<file path="config.mk">
export PLATFORM = sky130hd
export DESIGN_NAME = unicycle_core
export DESIGN_NICKNAME = d
export VERILOG_FILES = /design/src/rtl/cpu_pkg.sv /design/src/rtl/cpu_main_decode.sv /design/src/rtl/cpu_alu_decode.sv /design/src/rtl/cpu_alu.sv /design/src/rtl/cpu_regfile.sv /design/src/rtl/unicycle_core.sv
export SDC_FILE = /design/constraint.sdc
export NUM_CORES = 2
export LEC_CHECK = 0
export BUFFER_PORTS_ARGS = -buffer_cell sky130_fd_sc_hd__buf_2
export CAP_MARGIN = 10
export CORE_MARGIN = 2
export CORE_UTILIZATION = 30
export CTS_CLUSTER_SIZE = 16
export DETAILED_ROUTE_END_ITERATION = 6
export HOLD_SLACK_MARGIN = 0.05
export PLACE_DENSITY_LB_ADDON = 0.05
export SETUP_SLACK_MARGIN = 0.2
export SKIP_LAST_GASP = 1
export SLEW_MARGIN = 20
export SYNTH_ARGS = -nofsm -noshare
export SYNTH_HDL_FRONTEND = slang
export SYNTH_SLANG_ARGS = --single-unit
</file>
<file path="constraint.sdc">
create_clock -name clk -period 17.63 [get_ports clk]
set_input_delay 3.526 -clock clk [delete_from_list [all_inputs] [get_ports clk]]
set_output_delay 3.526 -clock clk [all_outputs]
set_load 0.05 [all_outputs]
</file>
<file path="src/rtl/cpu_pkg.sv">
package cpu_pkg;
  localparam int INSTR_W = 32;

  localparam logic [5:0] OPC_REG   = 6'd0;
  localparam logic [5:0] OPC_JUMP  = 6'd2;
  localparam logic [5:0] OPC_BEQ   = 6'd4;
  localparam logic [5:0] OPC_LOAD  = 6'd35;
  localparam logic [5:0] OPC_STORE = 6'd43;

  localparam logic [5:0] FN_ADD = 6'd32;
  localparam logic [5:0] FN_SUB = 6'd34;
  localparam logic [5:0] FN_AND = 6'd36;
  localparam logic [5:0] FN_OR  = 6'd37;
  localparam logic [5:0] FN_SLT = 6'd42;

  typedef enum logic [2:0] {
    ALU_AND = 3'b000,
    ALU_OR  = 3'b001,
    ALU_ADD = 3'b010,
    ALU_SUB = 3'b110,
    ALU_SLT = 3'b111
  } alu_fn_e;

  typedef enum logic [1:0] {
    CLS_ADDR  = 2'b00,
    CLS_CMP   = 2'b01,
    CLS_FUNCT = 2'b10
  } alu_cls_e;

  typedef struct packed {
    logic     dst_rd;
    logic     wr_reg;
    logic     b_imm;
    logic     rd_mem;
    logic     wr_mem;
    logic     wb_mem;
    logic     branch;
    logic     jump;
    alu_cls_e cls;
  } ctrl_t;
endpackage

</file>
<file path="src/rtl/cpu_main_decode.sv">
module cpu_main_decode
  import cpu_pkg::*;
(
  input  logic [5:0] opcode,
  output ctrl_t      ctrl
);
  always_comb begin
    ctrl     = '0;
    ctrl.cls = CLS_ADDR;
    case (opcode)
      OPC_REG: begin
        ctrl.dst_rd = 1'b1;
        ctrl.wr_reg = 1'b1;
        ctrl.cls    = CLS_FUNCT;
      end
      OPC_LOAD: begin
        ctrl.wr_reg = 1'b1;
        ctrl.b_imm  = 1'b1;
        ctrl.rd_mem = 1'b1;
        ctrl.wb_mem = 1'b1;
      end
      OPC_STORE: begin
        ctrl.b_imm  = 1'b1;
        ctrl.wr_mem = 1'b1;
      end
      OPC_BEQ: begin
        ctrl.branch = 1'b1;
        ctrl.cls    = CLS_CMP;
      end
      OPC_JUMP: ctrl.jump = 1'b1;
      default: ;
    endcase
  end
endmodule

</file>
<file path="src/rtl/cpu_alu_decode.sv">
module cpu_alu_decode
  import cpu_pkg::*;
(
  input  alu_cls_e   cls,
  input  logic [5:0] funct,
  output alu_fn_e    fn
);
  always_comb begin
    case (cls)
      CLS_CMP: fn = ALU_SUB;
      CLS_FUNCT: begin
        case (funct)
          FN_SUB:  fn = ALU_SUB;
          FN_AND:  fn = ALU_AND;
          FN_OR:   fn = ALU_OR;
          FN_SLT:  fn = ALU_SLT;
          default: fn = ALU_ADD;
        endcase
      end
      default: fn = ALU_ADD;
    endcase
  end
endmodule

</file>
<file path="src/rtl/cpu_alu.sv">
module cpu_alu
  import cpu_pkg::*;
#(
  parameter int W = 32
) (
  input  alu_fn_e      fn,
  input  logic [W-1:0] a,
  input  logic [W-1:0] b,
  output logic [W-1:0] y,
  output logic         zero
);
  always_comb begin
    case (fn)
      ALU_AND: y = a & b;
      ALU_OR:  y = a | b;
      ALU_SUB: y = a - b;
      ALU_SLT: y = {{(W-1){1'b0}}, ($signed(a) < $signed(b))};
      default: y = a + b;
    endcase
  end
  assign zero = (y == '0);
endmodule

</file>
<file path="src/rtl/cpu_regfile.sv">
module cpu_regfile #(
  parameter int W     = 32,
  parameter int DEPTH = 32,
  parameter int NRD   = 3,
  localparam int AW   = $clog2(DEPTH)
) (
  input  logic                    clk,
  input  logic                    we,
  input  logic [AW-1:0]           waddr,
  input  logic [W-1:0]            wdata,
  input  logic [NRD-1:0][AW-1:0]  raddr,
  output logic [NRD-1:0][W-1:0]   rdata
);
  logic [W-1:0] regs [DEPTH];

  initial begin
    for (int i = 0; i < DEPTH; i++) regs[i] = '0;
  end

  always_ff @(posedge clk) begin
    if (we && (waddr != '0)) regs[waddr] <= wdata;
  end

  for (genvar p = 0; p < NRD; p++) begin : g_rd
    assign rdata[p] = (raddr[p] == '0) ? '0 : regs[raddr[p]];
  end
endmodule

</file>
<file path="src/rtl/unicycle_core.sv">
module unicycle_core
  import cpu_pkg::*;
#(
  parameter int DATA_W = 32,
  parameter int NREGS  = 32
) (
  input  logic                     clk,
  input  logic                     rst,
  output logic [DATA_W-1:0]        imem_addr,
  input  logic [INSTR_W-1:0]       imem_word,
  output logic [DATA_W-1:0]        dmem_addr,
  output logic [DATA_W-1:0]        dmem_wdata,
  output logic                     dmem_we,
  output logic                     dmem_re,
  input  logic [DATA_W-1:0]        dmem_rdata,
  input  logic [$clog2(NREGS)-1:0] peek_sel,
  output logic [DATA_W-1:0]        peek_val
);
  localparam int RAW = $clog2(NREGS);
  localparam int IMM_W = 16;
  localparam logic [DATA_W-1:0] STEP = DATA_W'(4);

  logic [DATA_W-1:0] pc_q, pc_seq, pc_br, pc_jmp, pc_next;
  logic [5:0]        opcode, funct;
  logic [RAW-1:0]    f_rs, f_rt, f_rd, wsel;
  logic [IMM_W-1:0]  imm;
  logic [25:0]       jidx;
  logic [DATA_W-1:0] sext, br_offs, rs_val, rt_val, alu_b, alu_y, wb_val;
  logic              alu_zero, rf_we, take_br;
  ctrl_t             ctrl;
  alu_fn_e           fn;
  logic [2:0][RAW-1:0]    rf_ra;
  logic [2:0][DATA_W-1:0] rf_rd;

  assign opcode = imem_word[31:26];
  assign f_rs   = imem_word[25:21];
  assign f_rt   = imem_word[20:16];
  assign f_rd   = imem_word[15:11];
  assign funct  = imem_word[5:0];
  assign imm    = imem_word[15:0];
  assign jidx   = imem_word[25:0];

  cpu_main_decode u_dec (.opcode(opcode), .ctrl(ctrl));
  cpu_alu_decode  u_adec (.cls(ctrl.cls), .funct(funct), .fn(fn));

  assign rf_ra = {peek_sel, f_rt, f_rs};
  assign wsel  = ctrl.dst_rd ? f_rd : f_rt;
  assign rf_we = ctrl.wr_reg & ~rst;

  cpu_regfile #(.W(DATA_W), .DEPTH(NREGS), .NRD(3)) u_rf (
    .clk(clk), .we(rf_we), .waddr(wsel), .wdata(wb_val),
    .raddr(rf_ra), .rdata(rf_rd)
  );
  assign rs_val   = rf_rd[0];
  assign rt_val   = rf_rd[1];
  assign peek_val = rf_rd[2];

  assign sext    = {{(DATA_W-IMM_W){imm[IMM_W-1]}}, imm};
  assign br_offs = {sext[DATA_W-3:0], 2'b00};
  assign alu_b   = ctrl.b_imm ? sext : rt_val;

  cpu_alu #(.W(DATA_W)) u_alu (
    .fn(fn), .a(rs_val), .b(alu_b), .y(alu_y), .zero(alu_zero)
  );

  assign wb_val = ctrl.wb_mem ? dmem_rdata : alu_y;

  assign pc_seq  = pc_q + STEP;
  assign pc_br   = pc_seq + br_offs;
  assign pc_jmp  = {pc_seq[DATA_W-1:DATA_W-4], jidx, 2'b00};
  assign take_br = ctrl.branch & alu_zero;

  always_comb begin
    if (ctrl.jump)    pc_next = pc_jmp;
    else if (take_br) pc_next = pc_br;
    else              pc_next = pc_seq;
  end

  always_ff @(posedge clk) begin
    if (rst) pc_q <= '0;
    else     pc_q <= pc_next;
  end

  assign imem_addr  = pc_q;
  assign dmem_addr  = alu_y;
  assign dmem_wdata = rt_val;
  assign dmem_we    = ctrl.wr_mem & ~rst;
  assign dmem_re    = ctrl.rd_mem & ~rst;

  AST_PC_ALIGN: assert property (@(posedge clk) disable iff (rst)
    imem_addr[1:0] == 2'b00);
  AST_PC_SEQ: assert property (@(posedge clk) disable iff (rst)
    (!ctrl.branch && !ctrl.jump) |=> imem_addr == $past(imem_addr) + STEP);
  AST_BR_TAKEN: assert property (@(posedge clk) disable iff (rst)
    (ctrl.branch && rs_val == rt_val) |=> imem_addr == $past(imem_addr) + STEP + $past(br_offs));
  AST_BR_NOT_TAKEN: assert property (@(posedge clk) disable iff (rst)
    (ctrl.branch && rs_val != rt_val) |=> imem_addr == $past(imem_addr) + STEP);
  AST_BR_QUIET: assert property (@(posedge clk) disable iff (rst)
    ctrl.branch |-> (!rf_we && !dmem_we));
  AST_JUMP_TGT: assert property (@(posedge clk) disable iff (rst)
    ctrl.jump |=> imem_addr[27:0] == {$past(jidx), 2'b00});
  AST_ZERO_READ: assert property (@(posedge clk) disable iff (rst)
    (f_rs == '0) |-> (rs_val == '0));
  AST_STORE_NO_WB: assert property (@(posedge clk) disable iff (rst)
    dmem_we |-> !rf_we);
  AST_CTRL_EXCL: assert property (@(posedge clk) disable iff (rst)
    $onehot0({ctrl.rd_mem, ctrl.wr_mem, ctrl.branch, ctrl.jump}));
  AST_UNKNOWN_NOP: assert property (@(posedge clk) disable iff (rst)
    (opcode != OPC_REG && opcode != OPC_LOAD && opcode != OPC_STORE &&
     opcode != OPC_BEQ && opcode != OPC_JUMP) |-> (!rf_we && !dmem_we));
  AST_RST_QUIET: assert property (@(posedge clk)
    rst |-> (!rf_we && !dmem_we));
endmodule

</file>
After elaboration in Yosys (flattened, before gate mapping)
Memories as Yosys holds them, arrays and structs flattened.
Index checks and enable logic that the tools add are counted.

operators by class
  add/subtract/negate cells = 4
  $lt $le $gt $ge = 1
  equality and inequality tests = 13
  multiplexer cells = 21
  bitwise operators = 7
  reductions and logical operators = 11

operators by type and width
  cell                                                  count
  two-way mux 32 bit                                    7
  one-hot mux 32 bit (4 select lines)                   1
  adder 32 bit                                          2
  equality test 6 bit (second input constant)           6
  adder 32 x 3 -> 32 bit (second input constant)        1
  AND 32 bit                                            1
  logical NOT 32 bit                                    1
  < comparator 32 bit                                   1
  bitwise OR 32 bit                                     1
  subtractor 32 bit                                     1
  logical NOT 5 bit                                     3
  one-hot mux 3 bit (4 select lines)                    1
  two-way mux 1 bit                                     9
  equality test 3 bit (second input constant)           2
  equality test 6 x 2 -> 1 bit (second input constant)  1
  equality test 6 x 3 -> 1 bit (second input constant)  1
  logical NOT 6 bit                                     1
  one-hot mux 3 bit (2 select lines)                    1
  OR reduction 2 bit                                    3
  two-way mux 5 bit                                     1
  nonzero test 5 bit                                    1
  AND 1 bit                                             4
  one-hot mux 2 bit (2 select lines)                    1
  equality test 3 x 1 -> 1 bit (second input constant)  1
  other kinds (5)                                       5

storage, ports and cells
  bits in registers = 32
  bits in writable memories = 1024
  bits of input ports = 71
  output and inout port bits = 130
  logic and storage cells = 60
  memories kept = 1

memories
  name       words  bits a word  read ports  clocked after memory_dff  write ports  RTL line           RTL
  u_rf.regs  32     32           3           0                         1            cpu_regfile.sv:14  logic [W-1:0] regs [DEPTH];

Logic depth before layout (Yosys ltp)
  depth in word-level cells = 10
  gate-level depth with buffers = 29
  gate-level depth less buffers = 23

Modules after synthesis
From an unflattened synthesis, not the netlist that was laid out.

unflattened totals
  cell total of the unflattened synthesis = 4714
  area, all modules = 66391.2 µm²

by module, submodules not included
  module           instances  cells each  area an instance (µm²)  sequential area each (µm²)
  cpu_regfile      1          3228        56112.6                 30749.5
  cpu_alu          1          890         5771.8                  0.0
  unicycle_core    1          565         4275.4                  600.6
  cpu_alu_decode   1          15          118.9                   0.0
  cpu_main_decode  1          16          112.6                   0.0

Worst setup path after synthesis
No wires, ideal clock.

  kind = input port to output port
  from = input port imem_word[16]
  to = output port dmem_addr[31]
  data arrival time = 10033 ps
  data required time = 14104 ps
  path slack = 4071 ps
  stages on the path = 19
  path buffers = 5
  path through = clkbuf_1 > clkbuf_1 > buf_2 > buf_2 > buf_1 > mux2i_1 > o22ai_1 > a211oi_1 > a211oi_1 > a21oi_1 > ha_1 > nor4_1 > nand2_1 > nor3_1 > nand2_1 > o211ai_2 > a21oi_1 > or4b_1 > a31oi_1

between the ends
  word-level cells in the longest chain between the ends = 5
  elaborated cells on any way between the ends = 9
  classes of those cells = add/sub: 2; mux: 3; bitwise: 2; reduce/logical: 1; memory: 1

RTL lines
  item                                                              RTL line                      RTL
  start, declared                                                   unicycle_core.sv:10           input logic [INSTR_W-1:0] imem_word,
  memory (32 x 32 bit) / logical NOT 5 bit (equally long branches)  -
  two-way mux 32 bit (*)                                            cpu_regfile.sv:25             assign rdata[p] = (raddr[p] == '0) ? '0 : regs[raddr[p]];
  via dmem_wdata[17]                                                unicycle_core.sv:12           output logic [DATA_W-1:0] dmem_wdata,
  two-way mux 32 bit (*)                                            unicycle_core.sv:60           assign alu_b = ctrl.b_imm ? sext : rt_val;
  adder 32 bit / subtractor 32 bit (equally long branches)          cpu_alu.sv:18, cpu_alu.sv:16
  one-hot mux 32 bit (4 select lines) (*)                           cpu_alu.sv:13                 case (fn)
  end, declared                                                     unicycle_core.sv:11           output logic [DATA_W-1:0] dmem_addr,

Mark *: on every way through the listed nets, which the timed path passes. The rest lies on a longest branch.

Final worst setup path
  from = input port imem_word[16]
  to = output port dmem_addr[31]

between the ends
  word-level cells in the longest chain between the ends = 5
  elaborated cells on any way between the ends = 9
  classes of those cells = add/sub: 2; mux: 3; bitwise: 2; reduce/logical: 1; memory: 1

RTL lines
  item                                                              RTL line             RTL
  memory (32 x 32 bit) / logical NOT 5 bit (equally long branches)  -
  two-way mux 32 bit (*)                                            cpu_regfile.sv:25
  two-way mux 32 bit (*)                                            unicycle_core.sv:60
  adder 32 bit (tied with other cells)                              cpu_alu.sv:18        default: y = a + b;
  one-hot mux 32 bit (4 select lines) (*)                           cpu_alu.sv:13

Every way passes the cells marked *; elsewhere a longest branch is shown, timed or not.

==> flow_summary.yaml <==
outcome:
  outcome: "complete, no violations"
synthesis:
  yosys-top-cells-count: "1024 x edfxtp_1, 898 x mux4_2, 212 x clkbuf_1, 202 x nor2_1, 162 x nand2_1"
  syn_area_per_cell_um2: 16.1
  syn-instance-count: 4024
  synth-compound-area-share_pct: 6.28
  synthDistinctLibCells: 102
  synth_fa_ha_area_share_pct: 2.58
  synth_area_leaders: "edfxtp_1 47%, mux4_2 31%, ha_1 2.5%"
  synth_edf_count: 1024
  synth_mux_area_share_pct: 34.1
  ys_seq_area_share_pct: 48.4
  syn_area_um2: 64800
  synth_top_family_by_area: "multiplexers"
  synth_largest_area_cell: "edfxtp_1"
  yosysMostFrequentCell: "edfxtp_1"
  synth_ff_type: "edfxtp_1"
  synthSimpleGateAreaFrac_pct: 4.93
  synth_top_area_share_pct: 47.5
  async_reset_ff_share_pct: 0
  synth-seq-cells: 1054
  synth-xor-area-share_pct: 0.865
  yosysWarningCount: 0
setup_path:
  reg2reg_slack_ns: 9.57
  r2r_start: "u_rf.regs[15][0]"
  start_kind: "primary input"
  path_class: "in -> out"
  rr_worst_depth: 23
  crit_fanout: 88
  reg2reg_to: "imem_addr[26]"
  arrival_ns: 10.52
  crit_path_end_kind: "output port"
  cp-startpoint: "imem_word[16]"
  critPathCapture: "dmem_addr[31]"
  cp.required_ns: 14.10
pwr:
  report.power.total_mw: 7.76
  cellLeakagePower_nw: 24.4
  power_density_nw_per_um2: 105
  irDropWorstVdd_v: 0.000123
global_route:
  grtUsageTotal_pct: 25.7
  antenna_found_initial: 16
  grt_pass1_vias: 43600
  grt_pass1_wl_um: 385000
  grt_max_degree: 114
  gr-total-overflow: 0
sta:
  grt_setup_unrepaired: "false"
  hold_viol: 0
  maxClockFrequency_ghz: 0.0712
  min_period_ns: 14.05
  worst_hold_slack_ns: 0.677
  finalSetupTns_ns: 0
  worst_pin_slew_ns: 1.15
  clock_skew_ns: 0.0431
  setup_violations: 0
  relSlewSlack_pct: 23.3
  period_share_pct: 79.7
  final_max_slew_viol_count: 0
die:
  core_area_um2: 215000
  dieWidth_um: 469
  start_util_pct: 30.2
  row_count: 170
  chipHeight_um: 469
  die_area_um2: 220000
  ios: 201
detailed_routing:
  drtIter0Drc: 4532
  drcViolationCount: 0
  drt-pass1-iter-count: 6
  ant_nets: 0
  wl_per_cell_um: 39.8
  finalWirelength_um: 284000
  routed_via_density: 6.07
  via_count: 43300
finish:
  drive_above_1_share_pct: 36.4
  n_fill_cell: 20500
  register_area_um2: 31400
  final_util_pct: 34.5
  multi_input_area_um2: 32100
  area_growth_pct: 14.2
  final_nets: 4390
  stdcell_count: 7134
clock_tree:
  cts_resized: 0
  cts_sinks: 1054
  holdBufCountCts: 0
  root_buffer: "clkbuf_16"
  clock_path_buffers: 3
  htreeDepth: 4
  cts.clk_slew.worst_paths_ns: 0.06
  cts_buffers: 138
  cts_tree: "built"
  cts_setup_buffers: 0
  worstSkewPairLatency_ns: 0.83
min_path:
  min_from: "imem_addr[17]"
  min_path_type: "reg -> reg"
placed_design:
  place_inst: 6885
  portBuffers: 198
  place_congestion: 0.924
  dp_hpwl_um: 177000
run:
  cap_viol_max_count: 0
-- through the flow --
stage,worst slack [ns],instance area [µm²]
floorplan,4.07,64900
global placement,3.70,69600
detailed placement,3.74,69700
CTS,3.70,74000
global route,3.33,74000
finish,3.58,74000
-- worst min path at each step --
stage,endpoint,slack (ns),depth (start not counted)
CTS,imem_addr[17],0.69,3
floorplan,imem_addr[29],0.87,3
global route,imem_addr[17],0.73,3
global placement,imem_addr[31],0.66,3
finish,imem_addr[17],0.68,3
detailed placement,imem_addr[31],0.67,3
-- registers in the layout, summed over array words and instances (netlist names) --
name / flops
imem_addr: 30
u_rf.regs: 1024
-- layout by cell type, fill, tap and decap left out, types with 117 or more instances in the layout --
master,synthesis,layout
nand2_1,162,161
buf_2,22,183
mux2i_1,121,121
edfxtp_1,1024,1024
ha_1,129,129
inv_1,119,119
mux4_2,898,898
clkbuf_16,0,140
a21oi_1,140,138
nor2_1,202,170
buf_4,3,117
-- worst max-delay path: stages --
cell	delay, ns
buf_8	0.47
buf_12	0.67
mux4_2	0.59
mux4_2	0.51
mux2i_1	0.49
nor3_1	0.13
a21oi_1	0.24
inv_1	0.08
ha_1	0.27
a211o_1	0.34
a21oi_2	0.35
o41a_1	0.35
o2111ai_1	0.21
a21oi_1	0.52
nor2_1	0.19
or4_1	0.50
a31oi_1	0.41
buf_2	0.35
-- metal layers --
| metal | GRT usage, % | vias up | part of all wire [%] |
|---|---|---|---|
| li1 | - | 17400 | - |
| met2 | 40.7 | 1831 | 47 |
| met4 | 7.52 | 4 | 3.0 |
| met1 | 36.0 | 23800 | 44 |
| met5 | 0 | - | 0.0074 |
| met3 | 4.50 | 320 | 6.5 |
-- cell type report --
cell class	instances	area share, %
Multi-Input combinational cell	2546	43.3
Sequential cell	1054	42.4
Clock buffer	164	4.88
Tap cell	2838	4.80
Timing Repair Buffer	326	3.05
Clock inverter	83	0.962
Inverter	121	0.614
Antenna cell	2	0.00676
-- report_power, final --
group,switching [mW],internal (mW),leakage [nW]
clock network,1.17,1.58,2.12
registers,0.0164,3.09,9.44
logic,1.37,0.534,12.9
total,2.55,5.21,24.4
-- logic make-up after synthesis --
| logic type | count (synthesis) |
|---|---|
| buf+inv | 457 |
| flops | 1054 |
| other cells | 1 |
| compound gates | 577 |
| xor+xnor | 64 |
| simple gates | 659 |
| fa+ha+maj | 132 |
| mux | 1080 |
Power figures use the tool's default switching activity.
